$ cat config.mk
export PLATFORM = sky130hd
export DESIGN_NAME = clkpm_ctrl
export DESIGN_NICKNAME = d
export VERILOG_FILES = /design/src/rtl/clkpm_pkg.sv /design/src/rtl/clkpm_divider.sv /design/src/rtl/clkpm_rst_qual.sv /design/src/rtl/clkpm_mode_ctrl.sv /design/src/rtl/clkpm_ctrl.sv
export SDC_FILE = /design/constraint.sdc
export NUM_CORES = 1
export LEC_CHECK = 0
export ABC_AREA = 1
export BUFFER_PORTS_ARGS = -buffer_cell sky130_fd_sc_hd__buf_2
export CAP_MARGIN = 15
export CORE_UTILIZATION = 40
export CTS_CLUSTER_DIAMETER = 80
export DETAILED_ROUTE_END_ITERATION = 10
export PLACE_DENSITY_LB_ADDON = 0.05
export SETUP_SLACK_MARGIN = 0.1
export SYNTH_ARGS = -nofsm -noshare
export SYNTH_HDL_FRONTEND = slang
export SYNTH_SLANG_ARGS = --single-unit
$ cat constraint.sdc
create_clock -name osc_clk -period 1.76 [get_ports osc_clk]
set_input_delay 0.264 -clock osc_clk [delete_from_list [all_inputs] [get_ports osc_clk]]
set_output_delay 0.264 -clock osc_clk [all_outputs]
set_load 0.1 [all_outputs]
$ cat src/rtl/clkpm_pkg.sv
package clkpm_pkg;

   typedef enum logic [1:0] {
      PM_RUN   = 2'd0,
      PM_IDLE  = 2'd1,
      PM_PDOWN = 2'd2
   } pm_mode_e;

endpackage

$ cat src/rtl/clkpm_divider.sv
module clkpm_divider #(
   parameter int unsigned MCYC_OSC = 12
) (
   input  logic osc_clk,
   output logic base_en,
   output logic mcyc_end
);
   localparam int unsigned TICKS = MCYC_OSC / 2;
   localparam int unsigned PH_W  = (TICKS > 1) ? $clog2(TICKS) : 1;
   localparam logic [PH_W-1:0] PH_LAST = PH_W'(TICKS - 1);

   generate
      if ((MCYC_OSC % 2) != 0 || MCYC_OSC < 4) begin : g_bad_len
         $error("clkpm_divider: MCYC_OSC must be even and at least 4");
      end
   endgenerate

   logic            half_q;
   logic [PH_W-1:0] phase_q;

   // the halving flop makes internal timing independent of input duty cycle
   always_ff @(posedge osc_clk) begin
      half_q <= ~half_q;
      if (half_q) begin
         phase_q <= (phase_q >= PH_LAST) ? '0 : phase_q + 1'b1;
      end
   end

   assign base_en  = half_q;
   assign mcyc_end = half_q && (phase_q == PH_LAST);

endmodule

$ cat src/rtl/clkpm_rst_qual.sv
module clkpm_rst_qual #(
   parameter int unsigned TICKS       = 6,
   parameter int unsigned QUAL_MCYC   = 2,
   parameter int unsigned SYNC_STAGES = 2
) (
   input  logic osc_clk,
   input  logic rst_pin,
   input  logic tick,
   output logic core_rst
);
   localparam int unsigned THRESH = TICKS * QUAL_MCYC;
   localparam int unsigned CNT_W  = $clog2(THRESH + 1);
   localparam logic [CNT_W-1:0] THR_C = CNT_W'(THRESH);

   generate
      if (QUAL_MCYC < 1 || TICKS < 2) begin : g_bad_qual
         $error("clkpm_rst_qual: QUAL_MCYC must be >= 1 and TICKS >= 2");
      end
   endgenerate

   logic rst_s;

   generate
      if (SYNC_STAGES == 0) begin : g_nosync
         assign rst_s = rst_pin;
      end else if (SYNC_STAGES == 1) begin : g_sync1
         logic s_q;
         always_ff @(posedge osc_clk) s_q <= rst_pin;
         assign rst_s = s_q;
      end else begin : g_syncn
         logic [SYNC_STAGES-1:0] s_q;
         always_ff @(posedge osc_clk) s_q <= {s_q[SYNC_STAGES-2:0], rst_pin};
         assign rst_s = s_q[SYNC_STAGES-1];
      end
   endgenerate

   logic [CNT_W-1:0] cnt_q;

   // counts divided ticks, so it keeps going whatever the power mode
   always_ff @(posedge osc_clk) begin
      if (!rst_s) begin
         cnt_q <= '0;
      end else if (tick && (cnt_q != THR_C)) begin
         cnt_q <= cnt_q + 1'b1;
      end
   end

   assign core_rst = (cnt_q == THR_C);


   rst_after_qual_chk: assert property (@(posedge osc_clk)
      $rose(core_rst) |-> $past(rst_s));


   rst_drop_chk: assert property (@(posedge osc_clk) disable iff (rst_pin)
      !rst_s |=> !core_rst);

endmodule

$ cat src/rtl/clkpm_mode_ctrl.sv
module clkpm_mode_ctrl
   import clkpm_pkg::*;
#(
   parameter bit WAKE_ON_BOUNDARY = 1'b1
) (
   input  logic     osc_clk,
   input  logic     core_rst,
   input  logic     mcyc_end,
   input  logic     idle_req,
   input  logic     pdown_req,
   input  logic     wake_irq,
   output pm_mode_e mode
);
   pm_mode_e mode_q;
   logic     wake_pend;
   logic     wake_now;

   generate
      if (WAKE_ON_BOUNDARY) begin : g_wake_edge
         assign wake_now = mcyc_end && (wake_pend || wake_irq);
      end else begin : g_wake_any
         assign wake_now = wake_pend || wake_irq;
      end
   endgenerate

   always_ff @(posedge osc_clk) begin
      if (core_rst) begin
         mode_q    <= PM_RUN;
         wake_pend <= 1'b0;
      end else begin
         case (mode_q)
            PM_RUN: begin
               wake_pend <= 1'b0;
               if (pdown_req)     mode_q <= PM_PDOWN;
               else if (idle_req) mode_q <= PM_IDLE;
            end
            PM_IDLE: begin
               if (wake_now) begin
                  mode_q    <= PM_RUN;
                  wake_pend <= 1'b0;
               end else if (wake_irq) begin
                  wake_pend <= 1'b1;
               end
            end
            PM_PDOWN: begin
               wake_pend <= 1'b0;
            end
            default: begin
               mode_q    <= PM_RUN;
               wake_pend <= 1'b0;
            end
         endcase
      end
   end

   assign mode = mode_q;

   generate
      if (WAKE_ON_BOUNDARY) begin : g_wake_chk

         wake_on_edge_chk: assert property (@(posedge osc_clk) disable iff (core_rst)
            ($past(mode_q) == PM_IDLE && mode_q == PM_RUN && !$past(core_rst))
               |-> $past(mcyc_end));
      end
   endgenerate


   pdown_hold_chk: assert property (@(posedge osc_clk) disable iff (core_rst)
      (mode_q == PM_PDOWN) |=> (mode_q == PM_PDOWN));

endmodule

$ cat src/rtl/clkpm_ctrl.sv
module clkpm_ctrl
   import clkpm_pkg::*;
#(
   parameter int unsigned MCYC_OSC         = 12,
   parameter int unsigned QUAL_MCYC        = 2,
   parameter int unsigned SYNC_STAGES      = 2,
   parameter bit          WAKE_ON_BOUNDARY = 1'b1
) (
   input  logic osc_clk,
   input  logic rst_pin,
   input  logic idle_req,
   input  logic pdown_req,
   input  logic wake_irq,
   output logic cpu_en,
   output logic per_en,
   output logic mcyc_stb,
   output logic core_rst,
   output logic port_rst
);
   localparam int unsigned TICKS = MCYC_OSC / 2;

   logic     base_en;
   logic     mcyc_end;
   pm_mode_e mode;

   clkpm_divider #(
      .MCYC_OSC (MCYC_OSC)
   ) i_div (
      .osc_clk  (osc_clk),
      .base_en  (base_en),
      .mcyc_end (mcyc_end)
   );

   clkpm_rst_qual #(
      .TICKS       (TICKS),
      .QUAL_MCYC   (QUAL_MCYC),
      .SYNC_STAGES (SYNC_STAGES)
   ) i_rq (
      .osc_clk  (osc_clk),
      .rst_pin  (rst_pin),
      .tick     (base_en),
      .core_rst (core_rst)
   );

   clkpm_mode_ctrl #(
      .WAKE_ON_BOUNDARY (WAKE_ON_BOUNDARY)
   ) i_mode (
      .osc_clk   (osc_clk),
      .core_rst  (core_rst),
      .mcyc_end  (mcyc_end),
      .idle_req  (idle_req),
      .pdown_req (pdown_req),
      .wake_irq  (wake_irq),
      .mode      (mode)
   );

   assign port_rst = rst_pin;
   assign cpu_en   = base_en  && (mode == PM_RUN);
   assign per_en   = base_en  && (mode != PM_PDOWN);
   assign mcyc_stb = mcyc_end && (mode != PM_PDOWN);


   mcyc_single_chk: assert property (@(posedge osc_clk) disable iff (core_rst)
      mcyc_stb |=> !mcyc_stb);


   per_half_rate_chk: assert property (@(posedge osc_clk) disable iff (core_rst)
      per_en |=> !per_en);


   idle_cpu_off_chk: assert property (@(posedge osc_clk) disable iff (core_rst)
      (mode == PM_IDLE) |-> !cpu_en);


   pdown_quiet_chk: assert property (@(posedge osc_clk) disable iff (core_rst)
      (mode == PM_PDOWN) |-> (!per_en && !mcyc_stb && !cpu_en));

endmodule

==> results of run 1 <==
stage by stage:
stage | setup WS (ns) | area, um^2 | hold WS [ns]
after floorplan | -0.185 | 586 | 0.292
after global placement | 0.416 | 679 | 0.313
after detailed placement | 0.388 | 679 | 0.315
after CTS | 0.124 | 712 | 0.0819
after global routing | 0.107 | 732 | 0.0785
final | 0.175 | 732 | 0.0889
how the worst min path moves through the flow:
stage | from | end | slack (ns)
2_1_floorplan | rst_pin | i_rq.g_syncn.s_q[0] | 0.29
3_3_place_gp | i_rq.g_syncn.s_q[0] | i_rq.g_syncn.s_q[1] | 0.31
3_5_place_dp | i_rq.g_syncn.s_q[0] | i_rq.g_syncn.s_q[1] | 0.31
4_1_cts | rst_pin | i_rq.g_syncn.s_q[0] | 0.08
5_1_grt | rst_pin | i_rq.g_syncn.s_q[0] | 0.08
6_report | rst_pin | i_rq.g_syncn.s_q[0] | 0.09
routing by layer:
layer | vias to the layer above | track usage (%) | share of wire [%]
met5 | - | 0 | 0
met4 | 0 | 12.9 | 2.2
met3 | 3 | 5.11 | 3.4
met2 | 12 | 20.1 | 45
met1 | 193 | 17.4 | 49
li1 | 231 | - | -
critical path, cell delays in order, from the launching register on:
cell      delay, ns
edfxtp_1       0.43
inv_2          0.09
ha_4           0.14
nand3_4        0.08
nor2_4         0.13
buf_12         0.18
kinds of logic after synthesis:
family / Yosys count / synth area share (%)
DFF: 13 / 50.9
xor gates and xnor gates: 2 / 3.07
buffers and inverters: 13 / 9.21
AOI/OAI and AO/OA: 11 / 11.2
adders and majority gates: 4 / 8.77
and+or+nand+nor: 21 / 16.9
final cells by class:
class / instances / area (um^2) / area share, %
Timing Repair Buffer: 10 / 82.6 / 11.3
Clock inverter: 1 / 5.00 / 0.684
Multi-Input combinational cell: 38 / 268 / 36.6
Tap cell: 15 / 18.8 / 2.56
Inverter: 12 / 45.0 / 6.15
Sequential cell: 13 / 290 / 39.7
Clock buffer: 3 / 22.5 / 3.08
flip-flops by register name, indices dropped and copies added (netlist names):
register / cells
i_rq.cnt_q: 4
i_mode.mode: 2
i_div.phase_q: 3
i_div.base_en: 1
i_rq.g_syncn.s_q: 2
i_mode.wake_pend: 1
repair_timing:
item | 4_1_cts | 5_1_grt
setup endpoints to repair | 1 | 2
cloned | 0 | 0
resized for setup | 1 | 5
pin swaps | 0 | 1
power groups by stage:
| stage | registers, W | clock network, W | logic (W) |
|---|---|---|---|
| 6_report | 0.000307 | 0.000190 | 0.0000176 |
| 5_1_grt | 0.000307 | 0.000208 | 0.0000184 |
| 4_1_cts | 0.000307 | 0.000195 | 0.0000176 |
| 3_5_place_dp | 0.000314 | 0 | 0.0000176 |
| 3_3_place_gp | 0.000314 | 0 | 0.0000178 |
| 2_1_floorplan | 0.000313 | 0 | 0.0000133 |
cell usage in the layout (no fill, tap or decap), drive strengths merged:
cell,n
inv,12
xnor2,1
edfxtp,3
nor2,8
nand2,7
o2111ai,1
nand4,2
ha,4
nand3,3
a211oi,1
o21a,1
dfxtp,10
o21ai,3
nor3,1
clkinv,1
clkbuf,3
buf,10
a21oi,5
xor2,1
==> flow_summary.json, run 1 <==
{
  "final.setup.tns_ns": 0,
  "clock.fmax_mhz": 631,
  "initial_utilization_pct": 43.3,
  "p_leak_nw": 0.325,
  "finalCritPeriodShare_pct": 90.1,
  "synth_area_leader_cell": "dfxtp_1",
  "die_h_um": 39.8,
  "nets": 87,
  "grt_max_degree": 9,
  "yosysMostFrequentCell": "inv_1",
  "ys_types": 19,
  "postCtsSetupBuffers": 0,
  "vdd_drop_max_mv": 0.519,
  "status": "finished clean",
  "area_delta_synth_final_pct": 28.3,
  "die-width_um": 39.8,
  "cp-endpoint": "mcyc_stb",
  "antenna_found_initial": 0,
  "r2r_cells": 6,
  "seq_area_frac_synth_pct": 50.9,
  "syn_nets": 73,
  "routedWlPerCell_um": 10.3,
  "synth-main-ff-cell": "dfxtp_1",
  "hold_viol_final": 0,
  "fp-row-count": 13,
  "tightest_slew_ns": 0.484,
  "grt_usage_pct": 14.6,
  "slew_headroom_pct": 68.0,
  "switchingPower_w": 0.000120,
  "routed_wl_um": 945,
  "htree_levels": 1,
  "ctsLongestPathBuffers": 2,
  "pwr-share-comb_pct": 3.4,
  "ant_nets": 0,
  "crit_required_ns": 1.50,
  "dp_hpwl_um": 748,
  "grt_first_pass_wirelength_um": 1420,
  "path_class": "reg2out",
  "min_delay_path_depth": 1,
  "reg2reg_slack_ns": 0.54,
  "synth_seq_cells": 13,
  "power.density_nw_per_um2": 703,
  "period_minus_slack_ns": 1.59,
  "cts_buffers": 3,
  "pwr-share-clk_pct": 37.0,
  "swShare_pct": 23.3,
  "synth_edf_count": 3,
  "clkTransAtPathRegs_ns": 0.09,
  "core_area_um2": 1320,
  "port_buffers": 9,
  "drtIter0Drc": 6,
  "crit_fanout": 3,
  "clk_latency_ns": 0.28,
  "cts_tree": "yes",
  "end_kind": "output port",
  "drive_gt1_share_pct": 29.9,
  "cts.sinks": 13,
  "cp-startpoint": "i_div.phase_q[1]",
  "ys_warn_count": 0,
  "instances_no_fill": 92,
  "cts_hold_buffers": 0,
  "first_pass_iters": 4,
  "r2r-start": "i_rq.cnt_q[0]",
  "synth_area_um2": 571,
  "synth.avg_cell_area_um2": 8.91,
  "netlist.area_leader.share_pct": 35.1,
  "p_seq_share_pct": 59.6,
  "die-area_um2": 1580,
  "synth-async-reset-ratio_pct": 0,
  "synth_common_cells": "inv_1 (12), dfxtp_1 (10), nor2_1 (8), nand2_1 (6), a21oi_1 (5)",
  "insertedDiodeCount": 0,
  "totalPowerFinal_w": 0.000515,
  "reg2reg_to": "i_rq.cnt_q[1]",
  "utilization_pct": 55.6,
  "num_vias": 439,
  "fill_cells": 131,
  "cap_violations": 0,
  "slew_violations": 0,
  "gp_congestion": 0.714,
  "hold_class": "in2reg",
  "cp-start-kind": "flip-flop",
  "vias_per_cell": 4.77,
  "arrival_ns": 1.32,
  "clock_skew_ns": 0.00341,
  "grt_pass1_vias": 362,
  "cts_root_buf": "clkbuf_4",
  "internal-power_w": 0.000395,
  "grt.overflow.total": 0,
  "finalSetupViolCount": 0,
  "synth_area_leaders": "dfxtp_1 (35%), edfxtp_1 (16%), ha_1 (8.8%)",
  "dp_cells": 88,
  "rsz0062_at_grt": "no",
  "pin_count": 10,
  "netlist_instances": 64,
  "drc": 0
}
No activity file was read; power rests on OpenSTA's default activity.
==> run 2: changes to the inputs <==
--- a/config.mk
+++ b/config.mk
@@ -12,6 +12,7 @@
 export CTS_CLUSTER_DIAMETER = 80
 export DETAILED_ROUTE_END_ITERATION = 10
 export PLACE_DENSITY_LB_ADDON = 0.05
+export REMOVE_ABC_BUFFERS = 1
 export SETUP_SLACK_MARGIN = 0.1
 export SYNTH_ARGS = -nofsm -noshare
 export SYNTH_HDL_FRONTEND = slang
==> constraint.sdc (replaced) <==
create_clock -name osc_clk -period 1.76 [get_ports osc_clk]
set_input_delay 0.176 -clock osc_clk [delete_from_list [all_inputs] [get_ports osc_clk]]
set_output_delay 0.176 -clock osc_clk [all_outputs]
set_load 0.1 [all_outputs]
==> run 2 against run 1 <==
  * First-iteration DRC count is 120% higher
  * Critical endpoint unchanged
  * Final cell count unchanged
  * Critical path type unchanged
  * Maximum frequency shrank 0.49%
==> flow_summary.json, run 2 (synthesized netlist as in run 1, its figures left out) <==
{
  "status": "finished clean",
  "finalSetupViolCount": 0,
  "ant_nets": 0,
  "cts_root_buf": "clkbuf_4",
  "cp-start-kind": "flip-flop",
  "end_kind": "output port",
  "cp-endpoint": "mcyc_stb",
  "drc": 0,
  "grt.overflow.total": 0,
  "initial_utilization_pct": 43.3,
  "min_delay_path_depth": 3,
  "largest_reg_flops": 4,
  "drtIter0Drc": 13,
  "die_h_um": 39.8,
  "rsz0062_at_grt": "yes",
  "dp_hpwl_um": 700,
  "tightest_slew_ns": 0.482,
  "vias_per_cell": 4.80,
  "postCtsSetupBuffers": 0,
  "crit_required_ns": 1.58,
  "port_buffers": 9,
  "layout_common_cells": "inv_1 (12), dfxtp_1 (10), nor2_1 (8)",
  "pin_count": 10,
  "drive_gt1_share_pct": 19.5,
  "internal-power_w": 0.000400,
  "finalCritPeriodShare_pct": 90.5,
  "p_leak_nw": 0.321,
  "routed_wl_um": 903,
  "p_seq_share_pct": 60.8,
  "routedWlPerCell_um": 9.82,
  "instances_no_fill": 92,
  "cts_buffers": 3,
  "htree_levels": 1,
  "cts.sinks": 13,
  "largest-register": "i_rq.cnt_q",
  "fp-row-count": 13,
  "mostFrequentLayoutCell": "inv_1",
  "arrival_ns": 1.42,
  "crit_fanout": 3,
  "die-area_um2": 1580,
  "area_delta_synth_final_pct": 19.1,
  "fill_cells": 128,
  "clock_skew_ns": 0.00500,
  "cts_tree": "yes",
  "power.density_nw_per_um2": 742,
  "cap_violations": 0,
  "switchingPower_w": 0.000105,
  "period_minus_slack_ns": 1.59,
  "antenna_found_initial": 0,
  "r2r_cells": 6,
  "gp_congestion": 0.670,
  "nets": 87,
  "die-width_um": 39.8,
  "r2r-start": "i_rq.cnt_q[0]",
  "path_class": "reg2out",
  "hold_viol_final": 0,
  "dp_cells": 87,
  "vdd_drop_max_mv": 0.393,
  "clkTransAtPathRegs_ns": 0.07,
  "grt_usage_pct": 13.5,
  "reg2reg_slack_ns": 0.54,
  "grt_pass1_vias": 334,
  "swShare_pct": 20.8,
  "reg2reg_to": "i_rq.cnt_q[1]",
  "first_pass_iters": 4,
  "insertedDiodeCount": 0,
  "num_vias": 442,
  "grt_first_pass_wirelength_um": 1320,
  "slew_violations": 0,
  "clock.fmax_mhz": 628,
  "pwr-share-comb_pct": 3.8,
  "pwr-share-clk_pct": 35.3,
  "clk_latency_ns": 0.27,
  "ctsLongestPathBuffers": 2,
  "slew_headroom_pct": 68.1,
  "hold_class": "in2reg",
  "grt_max_degree": 8,
  "reg_top3": "i_rq.cnt_q (4), i_div.phase_q (3)",
  "utilization_pct": 51.6,
  "cp-startpoint": "i_div.phase_q[1]",
  "core_area_um2": 1320
}
## run 2: stage by stage
step | hold WS, ns | setup TNS [ns] | power, W | worst slack, ns | area, um^2
floorplan | 0.204 | -1.49 | 0.000316 | -0.940 | 563
global placement | 0.290 | 0 | 0.000331 | 0.333 | 627
detailed placement | 0.291 | 0 | 0.000332 | 0.307 | 627
CTS | 0.00532 | 0 | 0.000511 | 0.128 | 658
global route | 0.168 | 0 | 0.000536 | 0.0864 | 679
finish | 0.168 | 0 | 0.000504 | 0.167 | 679
## run 2: worst min-delay path by stage
stage	start	to	slack, ns
global placement	rst_pin	i_rq.g_syncn.s_q[0]	0.29
finish	pdown_req	i_mode.mode[1]	0.17
floorplan	rst_pin	i_rq.g_syncn.s_q[0]	0.20
detailed placement	rst_pin	i_rq.g_syncn.s_q[0]	0.29
CTS	rst_pin	i_rq.g_syncn.s_q[0]	0.005
global route	pdown_req	i_mode.mode[1]	0.17
## run 2: cell type report
| cell class | instances | area (um^2) | area share [%] |
|---|---|---|---|
| clock buffers | 4 | 26.3 | 3.87 |
| repair buffers | 10 | 66.3 | 9.76 |
| inverters | 12 | 45.0 | 6.63 |
| multi-input cells | 38 | 233 | 34.3 |
| flip-flops and latches | 13 | 290 | 42.7 |
| well taps | 15 | 18.8 | 2.76 |
## run 2: routing by layer
layer | track usage [%] | vias to the layer above | share of wire, % | routed length, um
li1 | - | 233 | - | -
met5 | 0 | - | 0 | 0
met2 | 18.4 | 11 | 42 | 380
met1 | 16.7 | 196 | 53 | 477
met3 | 3.41 | 2 | 3.4 | 31
met4 | 12.9 | 0 | 1.4 | 13
## run 2: power by group through the flow
| stage | combinational, W | sequential [W] | clock, W |
|---|---|---|---|
| after detailed placement | 0.0000178 | 0.000314 | 0 |
| after CTS | 0.0000178 | 0.000307 | 0.000186 |
| after floorplan | 0.00000260 | 0.000313 | 0 |
| final | 0.0000194 | 0.000307 | 0.000178 |
| after global placement | 0.0000177 | 0.000314 | 0 |
| after global routing | 0.0000207 | 0.000307 | 0.000208 |
## run 2: what timing repair did
item                                    in CTS  in global routing
endpoints found under the setup margin       2                  2
cloned                                       0                  0
pin swaps                                    0                  1
hold endpoints to repair                     0                  1
resized for setup                            2                  3
hold buffers                                 0                  1
## run 2: worst max-delay path: stages (launching register included)
cell and delay [ns]:
edfxtp_1 0.41, inv_1 0.08, ha_1 0.17, nand3_2 0.09, nor2_1 0.16, buf_6 0.24
==> run 3: changes to the inputs <==
--- a/config.mk
+++ b/config.mk
@@ -9,9 +9,10 @@
 export BUFFER_PORTS_ARGS = -buffer_cell sky130_fd_sc_hd__buf_2
 export CAP_MARGIN = 15
 export CORE_UTILIZATION = 40
-export CTS_CLUSTER_DIAMETER = 80
+export CTS_CLUSTER_DIAMETER = 120
 export DETAILED_ROUTE_END_ITERATION = 10
-export PLACE_DENSITY_LB_ADDON = 0.05
+export GPL_TIMING_DRIVEN = 0
+export PLACE_DENSITY = 0.68
 export REMOVE_ABC_BUFFERS = 1
 export SETUP_SLACK_MARGIN = 0.1
 export SYNTH_ARGS = -nofsm -noshare
==> run 3 against run 2 <==
  * Total power down 1.3%
  * Highest routed layer unchanged
  * Combinational power down 8%
  * Global-route usage down 1.0 points
  * Final cell count down 1.1%
  * Setup slack better by 0.0019 ns
  * Sequential share of layout area up 0.97 points
  * Worst hold slack worse by 0.15 ns
  * First-iteration DRC count down 62%
  * Clock skew down 0.0015 ns
  * Core utilization down 1.1 points
==> flow_summary.json, run 3 (synthesized netlist as in run 1, its figures left out) <==
{
  "cts_buffers": 3,
  "core_area_um2": 1320,
  "largest-register": "i_rq.cnt_q",
  "num_vias": 436,
  "die-width_um": 39.8,
  "hold_class": "in2reg",
  "dp_cells": 87,
  "largest_reg_flops": 4,
  "grt_max_degree": 8,
  "gp_congestion": 0.719,
  "arrival_ns": 1.42,
  "ctsLongestPathBuffers": 2,
  "cts.sinks": 13,
  "end_kind": "output port",
  "finalCritPeriodShare_pct": 90.4,
  "period_minus_slack_ns": 1.59,
  "slew_violations": 0,
  "layout_common_cells": "inv_1 (12), dfxtp_1 (10), nor2_1 (8)",
  "fill_cells": 121,
  "die_h_um": 39.8,
  "drive_gt1_share_pct": 18.4,
  "path_class": "reg2out",
  "slew_headroom_pct": 68.0,
  "clock.fmax_mhz": 629,
  "area_delta_synth_final_pct": 16.4,
  "worstHoldStart": "rst_pin",
  "insertedDiodeCount": 0,
  "drc": 0,
  "hold_viol_final": 0,
  "routedWlPerCell_um": 9.24,
  "grt_first_pass_wirelength_um": 1290,
  "antenna_found_initial": 0,
  "port_buffers": 9,
  "vdd_drop_max_mv": 0.597,
  "crit_required_ns": 1.58,
  "grt.overflow.total": 0,
  "nets": 86,
  "crit_fanout": 3,
  "instances_no_fill": 91,
  "cts_tree": "yes",
  "reg_top3": "i_rq.cnt_q (4), i_div.phase_q (3)",
  "status": "finished clean",
  "drtIter0Drc": 5,
  "dp_hpwl_um": 663,
  "hold_end": "i_rq.g_syncn.s_q[0]",
  "cts_hold_buffers": 0,
  "grt_usage_pct": 12.5,
  "min_delay_path_depth": 1,
  "mostFrequentLayoutCell": "inv_1",
  "htree_levels": 1,
  "routed_wl_um": 841,
  "fp-row-count": 13,
  "r2r_cells": 6,
  "first_pass_iters": 4,
  "cap_violations": 0,
  "reg2reg_slack_ns": 0.56,
  "initial_utilization_pct": 43.3,
  "tightest_slew_ns": 0.483,
  "cts_root_buf": "clkbuf_4",
  "vias_per_cell": 4.79,
  "clock_skew_ns": 0.00353,
  "die-area_um2": 1580,
  "whs_ns": 0.0203,
  "ant_nets": 0,
  "power.density_nw_per_um2": 749,
  "cp-start-kind": "flip-flop",
  "r2r-start": "i_rq.cnt_q[0]",
  "p_leak_nw": 0.316,
  "rsz0062_at_grt": "yes",
  "reg2reg_to": "i_rq.cnt_q[0]",
  "finalSetupViolCount": 0,
  "clkTransAtPathRegs_ns": 0.07,
  "pin_count": 10,
  "clk_latency_ns": 0.26,
  "grt_pass1_vias": 368
}
-- run 3: cell count changes in the layout (fill, tap and decap cells not counted) --
cell,previous run,this run
nand3_1,1,2
nand3_2,2,1
dlygate4sd3_1,1,0
-- run 3: stage by stage --
stage	TNS (ns)	total power [W]	area, um^2	util (%)	worst slack (ns)
2_1_floorplan	-1.49	0.000316	563	-	-0.940
3_3_place_gp	0	0.000331	627	47.6	0.304
3_5_place_dp	0	0.000331	627	47.6	0.297
4_1_cts	0	0.000504	658	50.0	0.126
5_1_grt	0	0.000518	664	50.4	0.0894
6_report	0	0.000498	664	50.4	0.169
-- run 3: what timing repair did --
action | CTS | global route
buffers inserted | 0 | 0
setup endpoints to repair | 2 | 2
gates resized for setup | 2 | 2
cloned | 0 | 0
pin swaps | 0 | 0
-- run 3: how the worst max path moves through the flow --
stage,from,to,slack [ns],cells after the start
detailed placement,i_div.phase_q[1],mcyc_stb,0.30,5
global placement,i_div.phase_q[1],mcyc_stb,0.30,5
CTS,i_div.phase_q[1],mcyc_stb,0.13,5
floorplan,i_div.base_en,cpu_en,-0.94,2
global route,i_div.phase_q[1],mcyc_stb,0.09,5
finish,i_div.phase_q[1],mcyc_stb,0.17,5
-- run 3: power breakdown --
group          switching, W  total [W]  internal (W)
logic             0.0000129  0.0000178    0.00000485
registers       0.000000873   0.000307      0.000306
clock network     0.0000857   0.000173     0.0000875
total             0.0000995   0.000498      0.000398
-- run 3: layer usage --
| metal | track usage (%) | up-vias | part of all wire, % |
|---|---|---|---|
| li1 | - | 232 | - |
| met2 | 18.9 | 7 | 46 |
| met4 | 10.3 | 0 | 1.7 |
| met5 | 0 | - | 0 |
| met1 | 15.5 | 195 | 50 |
| met3 | 1.70 | 2 | 2.9 |
-- run 3: critical path, cell delays in order (launching register included) --
cell and delay [ns]:
edfxtp_1 0.42, inv_1 0.08, ha_1 0.15, nand3_1 0.12, nor2_1 0.14, buf_6 0.24
-- run 3: cell type report --
class | instances | area [um^2] | area share, %
Timing Repair Buffer | 9 | 56.3 | 8.47
Multi-Input combinational cell | 38 | 228 | 34.3
Sequential cell | 13 | 290 | 43.7
Clock buffer | 4 | 26.3 | 3.95
Inverter | 12 | 45.0 | 6.78
Tap cell | 15 | 18.8 | 2.82
